File: config.mk
export PLATFORM = sky130hd
export DESIGN_NAME = line_err_inject
export DESIGN_NICKNAME = d
export VERILOG_FILES = /design/src/rtl/lei_pkg.sv /design/src/rtl/lei_sync.sv /design/src/rtl/lei_arm.sv /design/src/rtl/lei_line_mon.sv /design/src/rtl/lei_par_seq.sv /design/src/rtl/line_err_inject.sv
export SDC_FILE = /design/constraint.sdc
export NUM_CORES = 1
export LEC_CHECK = 0
export BUFFER_PORTS_ARGS = -buffer_cell sky130_fd_sc_hd__buf_2
export CELL_PAD_IN_SITES_DETAIL_PLACEMENT = 0
export CELL_PAD_IN_SITES_GLOBAL_PLACEMENT = 1
export CORE_MARGIN = 2
export CORE_UTILIZATION = 35
export DETAILED_ROUTE_END_ITERATION = 16
export GPL_TIMING_DRIVEN = 0
export PLACE_DENSITY = 0.76
export SLEW_MARGIN = 0
export SYNTH_ARGS = -nofsm -noshare
export SYNTH_HDL_FRONTEND = slang
export SYNTH_SLANG_ARGS = --single-unit
File: constraint.sdc
create_clock -name clk_i -period 1.3 [get_ports clk_i]
set_input_delay 0.26 -clock clk_i [delete_from_list [all_inputs] [get_ports clk_i]]
set_output_delay 0.26 -clock clk_i [all_outputs]
set_load 0.03 [all_outputs]
File: src/rtl/lei_pkg.sv
package lei_pkg;
  typedef enum logic [1:0] {
    K_BPV = 2'd0,
    K_EXZ = 2'd1,
    K_PAR = 2'd2
  } err_kind_e;
  localparam int NUM_KINDS = 3;
endpackage

File: src/rtl/lei_sync.sv
module lei_sync #(
  parameter int STAGES = 2
) (
  input  logic clk_i,
  input  logic rst_ni,
  input  logic async_i,
  output logic tog_o
);
  // sh[STAGES-1:0] synchroniser, sh[STAGES] history for edge detect
  logic [STAGES:0] sh_q;

  always_ff @(posedge clk_i or negedge rst_ni) begin
    if (!rst_ni) sh_q <= '0;
    else         sh_q <= {sh_q[STAGES-1:0], async_i};
  end

  assign tog_o = sh_q[STAGES] ^ sh_q[STAGES-1];
endmodule

File: src/rtl/lei_arm.sv
module lei_arm (
  input  logic clk_i,
  input  logic rst_ni,
  input  logic en_i,
  input  logic manual_i,
  input  logic tog_i,
  input  logic allow_i,
  input  logic fire_i,
  output logic pend_o
);
  logic en_q, pend_q, arm;

  assign arm = manual_i ? (tog_i & en_i) : (en_i & ~en_q);

  always_ff @(posedge clk_i or negedge rst_ni) begin
    if (!rst_ni) begin
      en_q   <= 1'b0;
      pend_q <= 1'b0;
    end else begin
      en_q <= en_i;
      if (!allow_i)    pend_q <= 1'b0;
      else if (fire_i) pend_q <= 1'b0;
      else if (arm)    pend_q <= 1'b1;
    end
  end

  assign pend_o = pend_q;

  // a pending request survives until fired or disallowed
  a_r9_pend_holds: assert property (@(posedge clk_i) disable iff (!rst_ni)
    pend_q && allow_i && !fire_i |=> pend_q);
  // arming only with the enable high
  a_r2_arm_needs_en: assert property (@(posedge clk_i) disable iff (!rst_ni)
    $rose(pend_q) |-> $past(en_i && allow_i));
endmodule

File: src/rtl/lei_line_mon.sv
module lei_line_mon #(
  parameter int T3_THR   = 3,
  parameter int E3_THR   = 4,
  parameter int ONES_RUN = 3
) (
  input  logic clk_i,
  input  logic rst_ni,
  input  logic data_i,
  input  logic e3_i,
  output logic run_o,
  output logic zopp_o
);
  localparam int ZW = $clog2(E3_THR + 1);
  localparam int OW = $clog2(ONES_RUN);
  localparam logic [OW-1:0] ONES_MAX = OW'(ONES_RUN - 1);

  logic [ZW-1:0] zeros_q, thr_m1;
  logic [OW-1:0] ones_q;

  assign thr_m1 = e3_i ? ZW'(E3_THR - 1) : ZW'(T3_THR - 1);
  assign zopp_o = ~data_i & (zeros_q >= thr_m1);
  assign run_o  = data_i & (ones_q == ONES_MAX);

  always_ff @(posedge clk_i or negedge rst_ni) begin
    if (!rst_ni) begin
      zeros_q <= '0;
      ones_q  <= '0;
    end else begin
      if (data_i || zopp_o) zeros_q <= '0;
      else                  zeros_q <= zeros_q + 1'b1;
      if (!data_i)                ones_q <= '0;
      else if (ones_q != ONES_MAX) ones_q <= ones_q + 1'b1;
    end
  end
endmodule

File: src/rtl/lei_par_seq.sv
module lei_par_seq #(
  parameter int PBITS = 2
) (
  input  logic clk_i,
  input  logic rst_ni,
  input  logic pend_i,
  input  logic allow_i,
  input  logic fs_i,
  input  logic pb_i,
  output logic take_o,
  output logic inv_o,
  output logic done_o
);
  localparam int PW = (PBITS > 1) ? $clog2(PBITS) : 1;

  logic          act_q;
  logic [PW-1:0] pcnt_q;

  assign take_o = pend_i & allow_i & fs_i & ~act_q;
  assign inv_o  = act_q & allow_i & pb_i;
  assign done_o = inv_o & (pcnt_q == PW'(PBITS - 1));

  always_ff @(posedge clk_i or negedge rst_ni) begin
    if (!rst_ni) begin
      act_q  <= 1'b0;
      pcnt_q <= '0;
    end else if (!allow_i) begin
      act_q  <= 1'b0;
      pcnt_q <= '0;
    end else if (take_o) begin
      act_q  <= 1'b1;
      pcnt_q <= '0;
    end else if (done_o) begin
      act_q  <= 1'b0;
      pcnt_q <= '0;
    end else if (inv_o) begin
      pcnt_q <= pcnt_q + 1'b1;
    end
  end

  // a frame is only entered on a frame start
  a_r5_act_on_fs: assert property (@(posedge clk_i) disable iff (!rst_ni)
    $rose(act_q) |-> $past(fs_i));
  // sequence closes after the last P bit
  a_r5_done_closes: assert property (@(posedge clk_i) disable iff (!rst_ni)
    done_o |=> !act_q);
endmodule

File: src/rtl/line_err_inject.sv
module line_err_inject
  import lei_pkg::*;
#(
  parameter int T3_THR      = 3,
  parameter int E3_THR      = 4,
  parameter int ONES_RUN    = 3,
  parameter int PBITS       = 2,
  parameter int SYNC_STAGES = 2
) (
  input  logic clk_i,
  input  logic rst_ni,
  input  logic bpv_en_i,
  input  logic exz_en_i,
  input  logic par_en_i,
  input  logic manual_mode_i,
  input  logic trig_i,
  input  logic e3_mode_i,
  input  logic unipolar_i,
  input  logic data_i,
  input  logic frame_start_i,
  input  logic pbit_i,
  output logic force_bpv_o,
  output logic suppress_sub_o,
  output logic invert_p_o,
  output logic ins_bpv_o,
  output logic ins_exz_o,
  output logic ins_par_o
);
  logic                 tog, run3, zopp, take, inv, done;
  logic [NUM_KINDS-1:0] en, allow, fire, pend;

  lei_sync #(.STAGES(SYNC_STAGES)) u_sync (
    .clk_i(clk_i), .rst_ni(rst_ni), .async_i(trig_i), .tog_o(tog));

  lei_line_mon #(.T3_THR(T3_THR), .E3_THR(E3_THR), .ONES_RUN(ONES_RUN)) u_mon (
    .clk_i(clk_i), .rst_ni(rst_ni), .data_i(data_i), .e3_i(e3_mode_i),
    .run_o(run3), .zopp_o(zopp));

  assign en[int'(K_BPV)]    = bpv_en_i;
  assign en[int'(K_EXZ)]    = exz_en_i;
  assign en[int'(K_PAR)]    = par_en_i;
  assign allow[int'(K_BPV)] = ~unipolar_i;
  assign allow[int'(K_EXZ)] = ~unipolar_i;
  assign allow[int'(K_PAR)] = ~e3_mode_i;

  assign fire[int'(K_BPV)] = pend[int'(K_BPV)] & allow[int'(K_BPV)] & run3;
  assign fire[int'(K_EXZ)] = pend[int'(K_EXZ)] & allow[int'(K_EXZ)] & zopp;
  assign fire[int'(K_PAR)] = take;

  for (genvar k = 0; k < NUM_KINDS; k++) begin : g_arm
    lei_arm u_arm (
      .clk_i(clk_i), .rst_ni(rst_ni), .en_i(en[k]), .manual_i(manual_mode_i),
      .tog_i(tog), .allow_i(allow[k]), .fire_i(fire[k]), .pend_o(pend[k]));
  end

  lei_par_seq #(.PBITS(PBITS)) u_par (
    .clk_i(clk_i), .rst_ni(rst_ni), .pend_i(pend[int'(K_PAR)]),
    .allow_i(allow[int'(K_PAR)]), .fs_i(frame_start_i), .pb_i(pbit_i),
    .take_o(take), .inv_o(inv), .done_o(done));

  assign force_bpv_o    = fire[int'(K_BPV)];
  assign suppress_sub_o = fire[int'(K_EXZ)];
  assign invert_p_o     = inv;
  assign ins_bpv_o      = fire[int'(K_BPV)];
  assign ins_exz_o      = fire[int'(K_EXZ)];
  assign ins_par_o      = done;

  a_r6_unipolar_quiet: assert property (@(posedge clk_i) disable iff (!rst_ni)
    unipolar_i |-> !force_bpv_o && !suppress_sub_o);
  a_r7_e3_no_invert: assert property (@(posedge clk_i) disable iff (!rst_ni)
    e3_mode_i |-> !invert_p_o);
  a_r3_bpv_on_ones: assert property (@(posedge clk_i) disable iff (!rst_ni)
    force_bpv_o |-> data_i && $past(data_i) && $past(data_i, 2));
  a_r4_sup_on_zeros: assert property (@(posedge clk_i) disable iff (!rst_ni)
    suppress_sub_o |-> !data_i && !$past(data_i) && !$past(data_i, 2));
  a_r10_par_pulse: assert property (@(posedge clk_i) disable iff (!rst_ni)
    ins_par_o |=> !ins_par_o);
  a_r1_reset_quiet: assert property (@(posedge clk_i)
    !rst_ni |-> !force_bpv_o && !suppress_sub_o && !invert_p_o);
endmodule

==> flow_summary.yaml, run 1 <==
status:
  status: "finished with violations"
  violations: "setup timing"
route:
  drc: 0
  dr.first_iter.drc_count: 3
  drt-total-wl_mm: 1.33
  vias: 550
  post_drt_wl_per_cell_um: 11.1
  via_per_inst: 4.62
  first_pass_iters: 3
  antenna_left: 0
min_path:
  hp-class: "input pin to register"
timing:
  rsz0062_at_grt: "yes"
  finalWorstSetupSlack_ns: -0.463
  whs_ns: 0.0791
  fmax_ghz: 0.567
  max_slew_margin: 0.763
  worst_pin_slew_ns: 0.355
  drv_slew: 0
  timing.final.crit_share: 1.36
  finalHoldViolCount: 0
  period_needed_ns: 1.76
  finalSetupViolations: 6
  fin_skew_ns: 0.00494
die:
  dieWidth_um: 49.8
  num_rows: 16
  start_util: 0.371
  core_um2: 1980
  die_area_um2: 2480
  ioPinCount: 18
  die_h_um: 49.8
worst_setup_path:
  crit_chain: "inv_2 -> ha_4 -> nor3b_4 -> nor4_4 -> buf_4 -> buf_6"
  worstSetupStartpointType: "register"
  critPathMaxFanout: 2
  crit_path_end_kind: "output pin"
  slowest_stage: "dfrtp_1"
  critical_path_arrival_ns: 1.50
  cp.required_ns: 1.04
  criticalPathCategory: "register to output pin"
  slowest_delay_ns: 0.40
final_layout:
  drive_gt1_frac: 0.457
  area_growth_pct: 41.2
  antenna_cells: 0
  layout.nets: 108
  design_area_um2: 1040
  layout.cells.non_filler: 119
synth:
  synthSimpleGateAreaFrac: 0.177
  ys_warn_count: 0
  ys_top_cells_by_area: "dfrtp_1 54%, o41ai_2 6.6%, and2_1 5.1%"
  synth.area.mux_share: 0
  synth_fa_ha_area_frac: 0.0510
  synth_compound_area_frac: 0.141
  synth.distinct_cells: 21
  synth-xor-area-share: 0.0357
  synth_top_area_share: 0.544
  synth_seq_cells: 16
  netlist_instances: 65
  ys_seq_area_frac: 0.544
  syn-num-nets: 80
  synth.cell_area_um2: 736
  synth.avg_cell_area_um2: 11.3
  synth_top_family_by_area: "simple AND/OR/NAND/NOR gates"
  yosysTopAreaCell: "dfrtp_1"
placement:
  place_ws_ns: -0.323
  dp_hpwl_um: 948
  port-buffer-count: 17
  dp_cells: 109
  place_area_um2: 911
  routabilityCongestion: 0.735
clock_tree:
  cts_max_level: 1
  clkTransAtPathRegs_ns: 0.09
  cts_made_buffers: 3
  cts_sinks: 16
  cts_root_buffer: "clkbuf_4"
  cts.path.max_buffers: 2
  clock_latency_ns: 0.28
  tritoncts: "done"
grt:
  grt_pass1_vias: 528
  grt_remaining_overflow: 0
  antenna_found_initial: 0
  grt_usage: 0.122
  grt_pass1_wl_mm: 2.26
  grt_max_degree: 17
power:
  totalPowerFinal_mw: 1.31
  leakage_nw: 0.491
  power_density_nw_per_um2: 1260
  peakVddDrop_v: 0.000719
job:
  cap_violations: 0
## cell families after synthesis
family          after synthesis
buf+inv                       8
xor+xnor                      3
fa+ha+maj                     3
flops                        16
simple gates                 23
compound gates               12
## cell usage after synthesis (all sizes together)
library cell	instances
a211oi	1
nand2b	2
nor2	2
and2	7
nor4	1
xor2	1
nand3	1
a21oi	2
o41ai	3
xnor2	2
nand3b	2
buf	2
inv	6
o21ai	4
o311ai	1
a311oi	1
dfrtp	16
nor3b	2
ha	3
nand2	6
## power by group
| part | internal (mW) | leakage (nW) | switching (mW) |
|---|---|---|---|
| clock | 0.170 | 0.0210 | 0.150 |
| sequential | 0.567 | 0.203 | 0.0541 |
| combinational | 0.202 | 0.267 | 0.166 |
| total | 0.939 | 0.491 | 0.371 |
## layout make-up
type / instances / area [um^2]
flip-flops and latches: 16 / 400
clock buffers: 4 / 36.3
fillers: 198 / 943
inverters: 6 / 22.5
multi-input cells: 41 / 363
repair buffers: 23 / 164
plain buffers: 2 / 18.8
well taps: 27 / 33.8
## final timing paths
| kind | from | to | slack [ns] | depth (start not counted) |
|---|---|---|---|---|
| max | u_mon.zeros_q[0] | suppress_sub_o | -0.46 | 6 |
| min | trig_i | u_sync.sh_q[0] | 0.08 | 1 |
| max reg2reg | u_mon.zeros_q[0] | u_mon.zeros_q[0] | 0 | 5 |
| min reg2reg | u_sync.sh_q[0] | u_sync.sh_q[1] | 0.35 | 0 |
| max in group asynchronous | rst_ni | u_par.pcnt_q | 0.63 | 2 |
| min in group asynchronous | rst_ni | g_arm[0].u_arm.pend_o | 0.41 | 2 |
## metrics by stage
| step | TNS [ns] | utilization |
|---|---|---|
| floorplan | -0.886 | - |
| global placement | -1.09 | 0.460 |
| detailed placement | -1.11 | 0.460 |
| CTS | -1.77 | 0.518 |
| global route | -2.57 | 0.524 |
| finish | -1.74 | 0.524 |
## critical path: cells and delay by family (launching register included)
family / cells / cell delay [ns]
DFF: 1 / 0.40
buffers and inverters: 3 / 0.34
and+or+nand+nor: 2 / 0.27
adders and majority gates: 1 / 0.20
## placed cells by master, fill, tap and decap left out, types with 3 or more instances in the layout
master / synthesis / final
buf_2: 0 / 12
and2_1: 6 / 5
buf_6: 0 / 6
buf_4: 2 / 6
inv_1: 6 / 5
dfrtp_1: 16 / 16
o41ai_2: 3 / 3
clkbuf_4: 0 / 3
o21ai_0: 4 / 4
nand2_1: 6 / 5
## flip-flops by register name, summed over array words and instances (netlist names)
| register | flops |
|---|---|
| g_arm.u_arm.en_q | 3 |
| g_arm.u_arm.pend_o | 3 |
| u_mon.zeros_q | 3 |
| u_sync.sh_q | 3 |
| u_mon.ones_q | 2 |
| u_par.act_q | 1 |
| u_par.pcnt_q | 1 |
## timing repair
item	in CTS	in global routing
gates cloned	0	0
hold buffers	1	0
endpoints found under the hold margin	16	0
endpoints found under the setup margin	9	10
resized for setup	12	1
pin swaps	6	3
buffers inserted	4	1
## metal layers
layer / wire length [um] / vias up / GRT usage
met2: 694 / 10 / 0.200
li1: - / 277 / -
met3: 54 / 2 / 0.0455
met4: 13 / 0 / 0.0417
met1: 564 / 261 / 0.145
met5: 0 / - / 0
Note: power is estimated with default switching activity, not from simulation.
==> run 2: changes to the inputs <==
- CORE_MARGIN: 2 -> unset
==> run 2 against run 1 <==
The flow still finishes with violations (setup timing). Combinational power grew 3%. Maximum frequency is 0.61% higher. Largest cell class unchanged. Worst setup slack improved by 0.011 ns. Clock-buffer cell count decreased by 1. Sequential cell count stayed put. Cell count down 0.84%.
==> flow_summary.yaml, run 2 (synthesis gave the netlist of run 1 again) <==
die:
  core_um2: 1960
  dieWidth_um: 47.8
  ioPinCount: 18
  die_area_um2: 2290
  start_util: 0.375
  num_rows: 16
  die_h_um: 47.8
timing:
  drv_slew: 0
  finalHoldViolCount: 0
  fmax_ghz: 0.571
  fin_skew_ns: 0.00272
  timing.final.crit_share: 1.35
  period_needed_ns: 1.75
  worst_pin_slew_ns: 0.347
  finalSetupViolations: 6
  finalWorstSetupSlack_ns: -0.452
  rsz0062_at_grt: "yes"
  max_slew_margin: 0.769
route:
  post_drt_wl_per_cell_um: 10.6
  first_pass_iters: 4
  via_per_inst: 4.53
  antenna_left: 0
  vias: 535
  dr.first_iter.drc_count: 9
  drt-total-wl_mm: 1.25
  drc: 0
final_layout:
  drive_gt1_frac: 0.451
  design_area_um2: 1020
  antenna_cells: 0
  layout.nets: 108
  nFillCells: 194
  most-common-layout-cells: "16 x dfrtp_1, 12 x buf_2, 6 x buf_6, 6 x buf_4"
  area_growth_pct: 39.3
  final_common_cell: "dfrtp_1"
  fin_util: 0.522
placement:
  routabilityCongestion: 0.655
  port-buffer-count: 17
  dp_hpwl_um: 962
  place_area_um2: 911
clock_tree:
  clkTransAtPathRegs_ns: 0.08
  cts_root_buffer: "clkbuf_4"
  clock_latency_ns: 0.27
  tritoncts: "done"
  cts_max_level: 1
  cts.path.max_buffers: 2
  cts_made_buffers: 3
  cts_sinks: 16
grt:
  grt_max_degree: 17
  grt_usage: 0.139
  grt_pass1_wl_mm: 2.07
  antenna_found_initial: 0
  grt_pass1_vias: 498
  grt_remaining_overflow: 0
worst_setup_path:
  critPathMaxFanout: 2
  criticalPathCategory: "register to output pin"
  slowest_stage: "dfrtp_1"
  slowest_delay_ns: 0.39
  cp.required_ns: 1.04
  worstSetupStartpointType: "register"
  critical_path_arrival_ns: 1.49
  crit_chain: "inv_2 -> ha_4 -> nor3b_4 -> nor4_4 -> buf_4 -> buf_6"
  crit_path_end_kind: "output pin"
power:
  power_density_nw_per_um2: 1200
  totalPowerFinal_mw: 1.23
  peakVddDrop_v: 0.000855
  leakage_nw: 0.483
min_path:
  hp-class: "input pin to register"
status:
  violations: "setup timing"
  status: "finished with violations"
job:
  cap_violations: 0
[run 2: changes by cell type in the layout (fill, tap and decap cells not counted)]
cell	change
clkbuf_8	-1
[run 2: final timing paths]
check | startpoint | endpoint | slack (ns) | depth (start not counted)
setup / recovery | u_mon.zeros_q[0] | suppress_sub_o | -0.45 | 6
hold / removal | trig_i | u_sync.sh_q[0] | 0.09 | 1
setup reg to reg | u_mon.zeros_q[0] | g_arm[1].u_arm.pend_o | -0.03 | 5
hold reg to reg | u_sync.sh_q[0] | u_sync.sh_q[1] | 0.36 | 0
max in group asynchronous | rst_ni | u_par.act_q | 0.63 | 2
min in group asynchronous | rst_ni | u_mon.ones_q[1] | 0.41 | 2
[run 2: report_power, final]
part / internal, mW / switching (mW)
clock: 0.107 / 0.130
combinational: 0.208 / 0.169
sequential: 0.567 / 0.0512
total: 0.882 / 0.351
[run 2: metrics by stage]
| stage | setup TNS [ns] | instances | setup slack (ns) | hold WS (ns) |
|---|---|---|---|---|
| global route | -2.37 | 118 | -0.541 | 0.0627 |
| finish | -1.63 | 118 | -0.452 | 0.0861 |
| floorplan | -0.886 | 65 | -0.421 | -0.0356 |
| global placement | -1.04 | 109 | -0.317 | 0.193 |
| detailed placement | -1.15 | 109 | -0.320 | 0.189 |
| CTS | -1.84 | 117 | -0.486 | 0.0740 |
[run 2: final cells by class]
cell class                      instances  area, um^2  share of cell area
Sequential cell                        16         400               0.391
Multi-Input combinational cell         41         363               0.354
Timing Repair Buffer                   23         164               0.160
Tap cell                               27        33.8              0.0330
Clock buffer                            3        22.5              0.0220
Inverter                                6        22.5              0.0220
Buffer                                  2        18.8              0.0183
[run 2: repair_timing]
item,in CTS,in global routing
pin swaps,5,3
endpoints found under the hold margin,16,0
cloned,0,0
hold buffers,1,0
resized for setup,13,0
setup endpoints to repair,10,10
setup buffers,4,1
[run 2: critical path, delay by kind of cell (launching register included)]
family / cells / cell delay (ns)
flip-flops: 1 / 0.39
buffers and inverters: 3 / 0.34
adder cells (fa/ha/maj): 1 / 0.20
AND/OR/NAND/NOR: 2 / 0.28
[run 2: routing by layer]
metal  global-route usage  up-vias  wire, um
met5                    0        -         0
met4               0.0500        0        12
met3               0.0679        2        69
met2                0.227       13       587
met1                0.157      245       577
li1                     -      275         -
